[config.mk]
export PLATFORM = sky130hd
export DESIGN_NAME = cwf_refill
export DESIGN_NICKNAME = d
export VERILOG_FILES = /design/src/rtl/cwf_pkg.sv /design/src/rtl/cwf_ctrl.sv /design/src/rtl/cwf_linebuf.sv /design/src/rtl/cwf_refill.sv
export SDC_FILE = /design/constraint.sdc
export NUM_CORES = 1
export LEC_CHECK = 0
export CORE_UTILIZATION = 50
export CTS_CLUSTER_DIAMETER = 30
export DETAILED_ROUTE_END_ITERATION = 10
export DONT_BUFFER_PORTS = 1
export GPL_TIMING_DRIVEN = 0
export HOLD_SLACK_MARGIN = 0.02
export MAX_ROUTING_LAYER = met4
export SYNTH_ARGS = -nofsm -noshare
export SYNTH_HDL_FRONTEND = slang
export SYNTH_SLANG_ARGS = --single-unit
[constraint.sdc]
create_clock -name clk -period 2.75 [get_ports clk]
set_input_delay 0.55 -clock clk [delete_from_list [all_inputs] [get_ports clk]]
set_output_delay 0.55 -clock clk [all_outputs]
set_load 0.02 [all_outputs]
[src/rtl/cwf_pkg.sv]
package cwf_pkg;

    typedef enum logic [1:0] {
        ST_IDLE = 2'd0,
        ST_REQ  = 2'd1,
        ST_WAIT = 2'd2,
        ST_DONE = 2'd3
    } fill_state_e;

    typedef struct packed {
        logic hit;
        logic stall;
    } probe_res_t;

    // Next offset in wrapped order around a line of 'words' entries.
    function automatic int unsigned wrap_next(input int unsigned off,
                                              input int unsigned words);
        return (off + 1 >= words) ? 0 : off + 1;
    endfunction

endpackage

[src/rtl/cwf_ctrl.sv]
module cwf_ctrl
    import cwf_pkg::*;
#(
    parameter  int WORDS  = 4,
    parameter  int LINE_W = 26,
    localparam int OFF_W  = $clog2(WORDS)
) (
    input  logic              clk,
    input  logic              rst,
    input  logic              miss_valid,
    input  logic [LINE_W-1:0] miss_line,
    input  logic [OFF_W-1:0]  miss_off,
    input  logic              mem_req_ready,
    input  logic              mem_rsp_valid,
    output logic              miss_ready,
    output logic              start,
    output logic              busy,
    output logic              mem_req_valid,
    output logic              word_take,
    output logic              first_word,
    output logic              fill_done,
    output logic [LINE_W-1:0] line_q,
    output logic [OFF_W-1:0]  cur_off
);
    localparam logic [OFF_W-1:0] LAST_CNT = OFF_W'(WORDS - 1);

    fill_state_e      state_q;
    logic [OFF_W-1:0] cnt_q;
    logic [OFF_W-1:0] cur_q;

    assign miss_ready    = (state_q == ST_IDLE);
    assign start         = miss_ready && miss_valid;
    assign busy          = !miss_ready;
    assign mem_req_valid = (state_q == ST_REQ);
    assign word_take     = (state_q == ST_WAIT) && mem_rsp_valid;
    assign first_word    = (cnt_q == '0);
    assign fill_done     = (state_q == ST_DONE);
    assign cur_off       = cur_q;

    always_ff @(posedge clk) begin
        if (rst) begin
            state_q <= ST_IDLE;
            line_q  <= '0;
            cur_q   <= '0;
            cnt_q   <= '0;
        end else begin
            case (state_q)
                ST_IDLE: if (miss_valid) begin
                    line_q  <= miss_line;
                    cur_q   <= miss_off;
                    cnt_q   <= '0;
                    state_q <= ST_REQ;
                end
                ST_REQ: if (mem_req_ready) state_q <= ST_WAIT;
                ST_WAIT: if (mem_rsp_valid) begin
                    cur_q   <= OFF_W'(wrap_next(32'(cur_q), WORDS));
                    cnt_q   <= cnt_q + 1'b1;
                    state_q <= (cnt_q == LAST_CNT) ? ST_DONE : ST_REQ;
                end
                default: state_q <= ST_IDLE;
            endcase
        end
    end


    req_hold_chk: assert property (@(posedge clk) disable iff (rst)
        (mem_req_valid && !mem_req_ready) |=> (mem_req_valid && $stable(cur_off)));


    one_outstanding_chk: assert property (@(posedge clk) disable iff (rst)
        (mem_req_valid && mem_req_ready) |=> !mem_req_valid);


    done_pulse_chk: assert property (@(posedge clk) disable iff (rst)
        fill_done |=> (!fill_done && miss_ready));

endmodule

[src/rtl/cwf_linebuf.sv]
module cwf_linebuf
    import cwf_pkg::*;
#(
    parameter  int WORDS  = 4,
    parameter  int WORD_W = 32,
    localparam int OFF_W  = $clog2(WORDS)
) (
    input  logic              clk,
    input  logic              rst,
    input  logic              clear,
    input  logic              wr_en,
    input  logic [OFF_W-1:0]  wr_off,
    input  logic [WORD_W-1:0] wr_data,
    input  logic              probe_en,
    input  logic [OFF_W-1:0]  probe_off,
    output logic [WORDS-1:0]  arrived,
    output probe_res_t        probe_res,
    output logic [WORD_W-1:0] probe_data
);
    logic [WORD_W-1:0] words_q [WORDS];

    for (genvar i = 0; i < WORDS; i++) begin : g_word
        always_ff @(posedge clk) begin
            if (rst || clear) begin
                arrived[i] <= 1'b0;
            end else if (wr_en && (wr_off == OFF_W'(i))) begin
                arrived[i] <= 1'b1;
            end
        end

        always_ff @(posedge clk) begin
            if (rst) begin
                words_q[i] <= '0;
            end else if (wr_en && (wr_off == OFF_W'(i))) begin
                words_q[i] <= wr_data;
            end
        end
    end

    always_comb begin
        probe_res.hit   = probe_en &&  arrived[probe_off];
        probe_res.stall = probe_en && !arrived[probe_off];
        probe_data      = words_q[probe_off];
    end


    arrived_sticky_chk: assert property (@(posedge clk) disable iff (rst)
        !$past(clear) |-> ((arrived & $past(arrived)) == $past(arrived)));

endmodule

[src/rtl/cwf_refill.sv]
module cwf_refill
    import cwf_pkg::*;
#(
    parameter  int WORDS  = 4,
    parameter  int WORD_W = 32,
    parameter  int LINE_W = 26,
    localparam int OFF_W  = $clog2(WORDS)
) (
    input  logic              clk,
    input  logic              rst,
    input  logic              miss_valid,
    output logic              miss_ready,
    input  logic [LINE_W-1:0] miss_line,
    input  logic [OFF_W-1:0]  miss_off,
    output logic              mem_req_valid,
    input  logic              mem_req_ready,
    output logic [LINE_W-1:0] mem_req_line,
    output logic [OFF_W-1:0]  mem_req_off,
    input  logic              mem_rsp_valid,
    input  logic [WORD_W-1:0] mem_rsp_data,
    output logic              cpu_early_valid,
    output logic [OFF_W-1:0]  cpu_early_off,
    output logic [WORD_W-1:0] cpu_early_data,
    output logic              array_we,
    output logic [LINE_W-1:0] array_line,
    output logic [OFF_W-1:0]  array_off,
    output logic [WORD_W-1:0] array_data,
    output logic              fill_done,
    input  logic              probe_valid,
    input  logic [LINE_W-1:0] probe_line,
    input  logic [OFF_W-1:0]  probe_off,
    output logic              probe_hit,
    output logic              probe_stall,
    output logic [WORD_W-1:0] probe_data
);
    logic              start;
    logic              busy;
    logic              word_take;
    logic              first_word;
    logic [LINE_W-1:0] line_q;
    logic [OFF_W-1:0]  cur_off;
    logic [WORDS-1:0]  arrived;
    probe_res_t        probe_res;
    logic              probe_en;

    cwf_ctrl #(
        .WORDS  (WORDS),
        .LINE_W (LINE_W)
    ) ctrl_i (
        .clk           (clk),
        .rst           (rst),
        .miss_valid    (miss_valid),
        .miss_line     (miss_line),
        .miss_off      (miss_off),
        .mem_req_ready (mem_req_ready),
        .mem_rsp_valid (mem_rsp_valid),
        .miss_ready    (miss_ready),
        .start         (start),
        .busy          (busy),
        .mem_req_valid (mem_req_valid),
        .word_take     (word_take),
        .first_word    (first_word),
        .fill_done     (fill_done),
        .line_q        (line_q),
        .cur_off       (cur_off)
    );

    assign probe_en = busy && probe_valid && (probe_line == line_q);

    cwf_linebuf #(
        .WORDS  (WORDS),
        .WORD_W (WORD_W)
    ) lbuf_i (
        .clk        (clk),
        .rst        (rst),
        .clear      (start),
        .wr_en      (word_take),
        .wr_off     (cur_off),
        .wr_data    (mem_rsp_data),
        .probe_en   (probe_en),
        .probe_off  (probe_off),
        .arrived    (arrived),
        .probe_res  (probe_res),
        .probe_data (probe_data)
    );

    assign mem_req_line    = line_q;
    assign mem_req_off     = cur_off;
    assign cpu_early_valid = word_take && first_word;
    assign cpu_early_off   = cur_off;
    assign cpu_early_data  = mem_rsp_data;
    assign array_we        = word_take;
    assign array_line      = line_q;
    assign array_off       = cur_off;
    assign array_data      = mem_rsp_data;
    assign probe_hit       = probe_res.hit;
    assign probe_stall     = probe_res.stall;

    // Offset of the previous array write, kept for the wrap-order check.
    logic [OFF_W-1:0] last_wr_q;
    always_ff @(posedge clk) begin
        if (rst)           last_wr_q <= '0;
        else if (array_we) last_wr_q <= array_off;
    end


    wrap_order_chk: assert property (@(posedge clk) disable iff (rst)
        (array_we && !cpu_early_valid) |->
            (array_off == OFF_W'(wrap_next(32'(last_wr_q), WORDS))));


    done_full_chk: assert property (@(posedge clk) disable iff (rst)
        fill_done |-> (&arrived));


    early_with_write_chk: assert property (@(posedge clk) disable iff (rst)
        cpu_early_valid |-> array_we);


    probe_excl_chk: assert property (@(posedge clk) disable iff (rst)
        !(probe_hit && probe_stall));

endmodule

==> run metrics <==
Mapped Nets=721; clock buffer depth=2; Root Buffer=clkbuf_16; clk slew on worst S/H paths=0.06 ns; Post-Place Cells=~840; crit end category=output port; Worst-Margin Slew=0.8141 ns; Slew Limit Fails=0; nets=about 750; post-synthesis sequential area ratio=between 50% and 60%; GP Congestion=0.7968; shortest period the worst path allows=2.647 ns; Yosys cell types=28; Register-to-Register Path Depth=5; CTS Buf Count=17; Avg Cell Area, Syn=roughly 13 um^2; mapped cell area=~0.008 mm^2; Yosys reg bits=around 160; # diodes=0; Global Route Usage Sum=between 20 and 25%; worst clock skew=roughly 0.0081 ns; outcome=complete, no violations; share of layout cells above drive strength 1=between 20% and 30%; Core Rows=between 40 and 50; DRC=0; # hold bufs at CTS=0; VDD IR-drop max=0.4367 mV; CTS tree=built; RSZ-0062 raised after global routing=false; Post-DP HPWL=between 10000 and 15000 um; reg2reg setup slack=approximately 0.56 ns; post-DR vias/cell=about 5.3; sequential share of power=50.7%; multi-input logic area=between 0.002 and 0.003 mm^2; routed wire length=between 15000 and 20000 um; Worst Setup Path Type=in -> out; Max FO, Critical Path=10; wire per inst=19.94 um; Non-Filler Instances=roughly 870; pin count of the biggest net entering global routing=33; clock sink count=about 160; core area=~0.015 mm^2; Setup crit start kind=input pin; die height=128.5 um; cell count after synthesis=621; Die ar.=about 0.016 mm^2; Crit. Startpoint=probe_off[1]; Clk pwr share=37.9%; total negative slack=0 ns; Initial Util=about half; Fmax achieved=between 300 and 400 MHz; PortBufs=0; Slew headroom=45.73%; clock latency on the worst-skew pair=roughly 0.4 ns; Hold Fails Final Rpt=0; R2R Path Start=ctrl_i.state_q[1]; drt pass-1 iters=4; Syn-to-layout area delta=11.66%; first-pass GRT wire length=26280 um; Layout Utilization=57.87%; CP arrival=between 2 and 2.5 ns; via count=between 4000 and 5000; hold depth=2; 1st-iter DRT viols=approximately 360; leakage=around 3.6 nW; internal power=4.247 mW; final worst-path cycle share=about 96%; Worst Setup EP=probe_data[31]; synth warn=0; Filler cells=1288; max cap viols=0; switching share of power=between 20 and 25%; # setup viols final=0; Comb pwr share=between 10% and 20%; Die Span X=around 130 um; Pwr Density=~630 mW/mm^2; FF-to-FF End=lbuf_i.words_q[1][22]; vias in the first global route=approximately 4600; htree depth=4; grt total ovfl=0; initial antenna violation count=0; Req. time, crit path=2.20 ns; Worst Hold Class=in -> reg; sequential cell area=0.004571 mm^2; IO Pins=around 260; Psw=approximately 1.4 mW; antenna-violating nets left=0
## cell families (layout without fill, tap and decap cells)
group	Yosys count	in the layout	share of synthesized area, %
adder cells (fa/ha/maj)	6	6	0.9389
XOR/XNOR	26	26	2.848
buffers and inverters	133	170	10.99
multiplexers	34	34	9.421
AND/OR/NAND/NOR	216	216	15.84
AO/OA/AOI/OAI	42	42	2.879
flip-flops	164	164	57.09
## critical path, stage by stage
cell and delay [ns]:
clkbuf_1 0.35, clkbuf_1 0.67, mux4_2 0.51
## metal layers
layer | wire [um] | track usage, % | up-vias
li1 | - | - | 2118
met1 | 7232 | 28.50 | 2259
met2 | 8941 | 36.41 | 181
met3 | 1031 | 4.990 | 8
met4 | 121 | 6.851 | 0
met5 | 0 | - | -
## power groups by stage
stage | logic (mW) | registers, mW | clock network, mW
after detailed placement | 0.646 | 2.92 | 0
after floorplan | 0.533 | 2.90 | 0
final | 0.641 | 2.87 | 2.15
after CTS | 0.648 | 2.87 | 2.18
after global routing | 0.689 | 2.88 | 2.29
after global placement | 0.624 | 2.92 | 0
## registers in the layout (all words and copies together), names as in the netlist
name and count:
lbuf_i.words_q 128, ctrl_i.line_q 26, ctrl_i.state_q 2, ctrl_i.cur_off 2
ctrl_i.cnt_q 2, lbuf_i.arrived 4
## area by class of cell
class	count	share of cell area, %
clock buffer	20	4.891
clock inverter	12	0.9951
buffer	126	9.544
multi-input combinational	324	28.97
timing repair buffer	5	1.149
inverter	7	0.2943
sequential	164	51.20
tap	211	2.957
## what timing repair did
action | in CTS | in global routing
pin swaps | 0 | 2
resized for setup | 3 | 7
setup endpoints to repair | 2 | 2
setup buffers | 0 | 1
gates cloned | 0 | 0
## cell usage after synthesis (all sizes together)
cell type	instances	area, um^2
a21oi	34	170.2
nor3b	5	87.58
and2	130	813.3
nor2	7	28.78
nand3b	1	20.02
nor2b	1	6.260
nand2b	2	12.51
nor4	6	37.54
nand4	2	12.51
mux4	33	743.2
edfxtp	128	3844
a211oi	3	22.52
buf	103	750.7
xor2	26	227.7
clkbuf	23	101.4
or3b	1	8.760
inv	7	26.28
nor3	8	40.04
nand2	53	198.9
mux2i	1	10.01
a21o	4	30.03
dfxtp	36	720.7
ha	6	75.07
a22oi	1	7.510
## metrics by stage
| stage | setup slack (ns) | instance area (um^2) | power [mW] | hold slack, ns |
|---|---|---|---|---|
| detailed placement | 0.09044 | 8359 | 3.569 | 0.5042 |
| CTS | -0.0007898 | 8901 | 5.701 | 0.2453 |
| floorplan | 0.4607 | 7995 | 3.433 | 0.4809 |
| global placement | -0.1623 | 8259 | 3.545 | 0.4956 |
| global route | 0.009012 | 8927 | 5.862 | 0.2517 |
| finish | 0.1033 | 8927 | 5.656 | 0.2652 |
## cells in the final DEF (no fill, tap or decap), drive strengths merged
cell type    n
a211oi       3
a21o         4
a21oi       34
a22oi        1
and2       130
buf        108
bufinv       1
clkbuf      43
clkinv       8
clkinvlp     2
dfxtp       36
edfxtp     128
ha           6
inv          8
mux2i        1
mux4        33
nand2       53
nand2b       2
nand3b       1
nand4        2
nor2         7
nor2b        1
nor3         8
nor3b        5
nor4         6
or3b         1
xor2        26
## how the worst min path moves through the flow
stage | start | endpoint | slack [ns]
floorplan | lbuf_i.arrived[2] | lbuf_i.arrived[2] | 0.48
global placement | lbuf_i.arrived[1] | lbuf_i.arrived[1] | 0.50
detailed placement | lbuf_i.arrived[3] | lbuf_i.arrived[3] | 0.50
CTS | miss_line[12] | ctrl_i.line_q[12] | 0.25
global route | miss_line[14] | ctrl_i.line_q[14] | 0.25
finish | miss_line[14] | ctrl_i.line_q[14] | 0.27
Power figures use the tool's default switching activity.
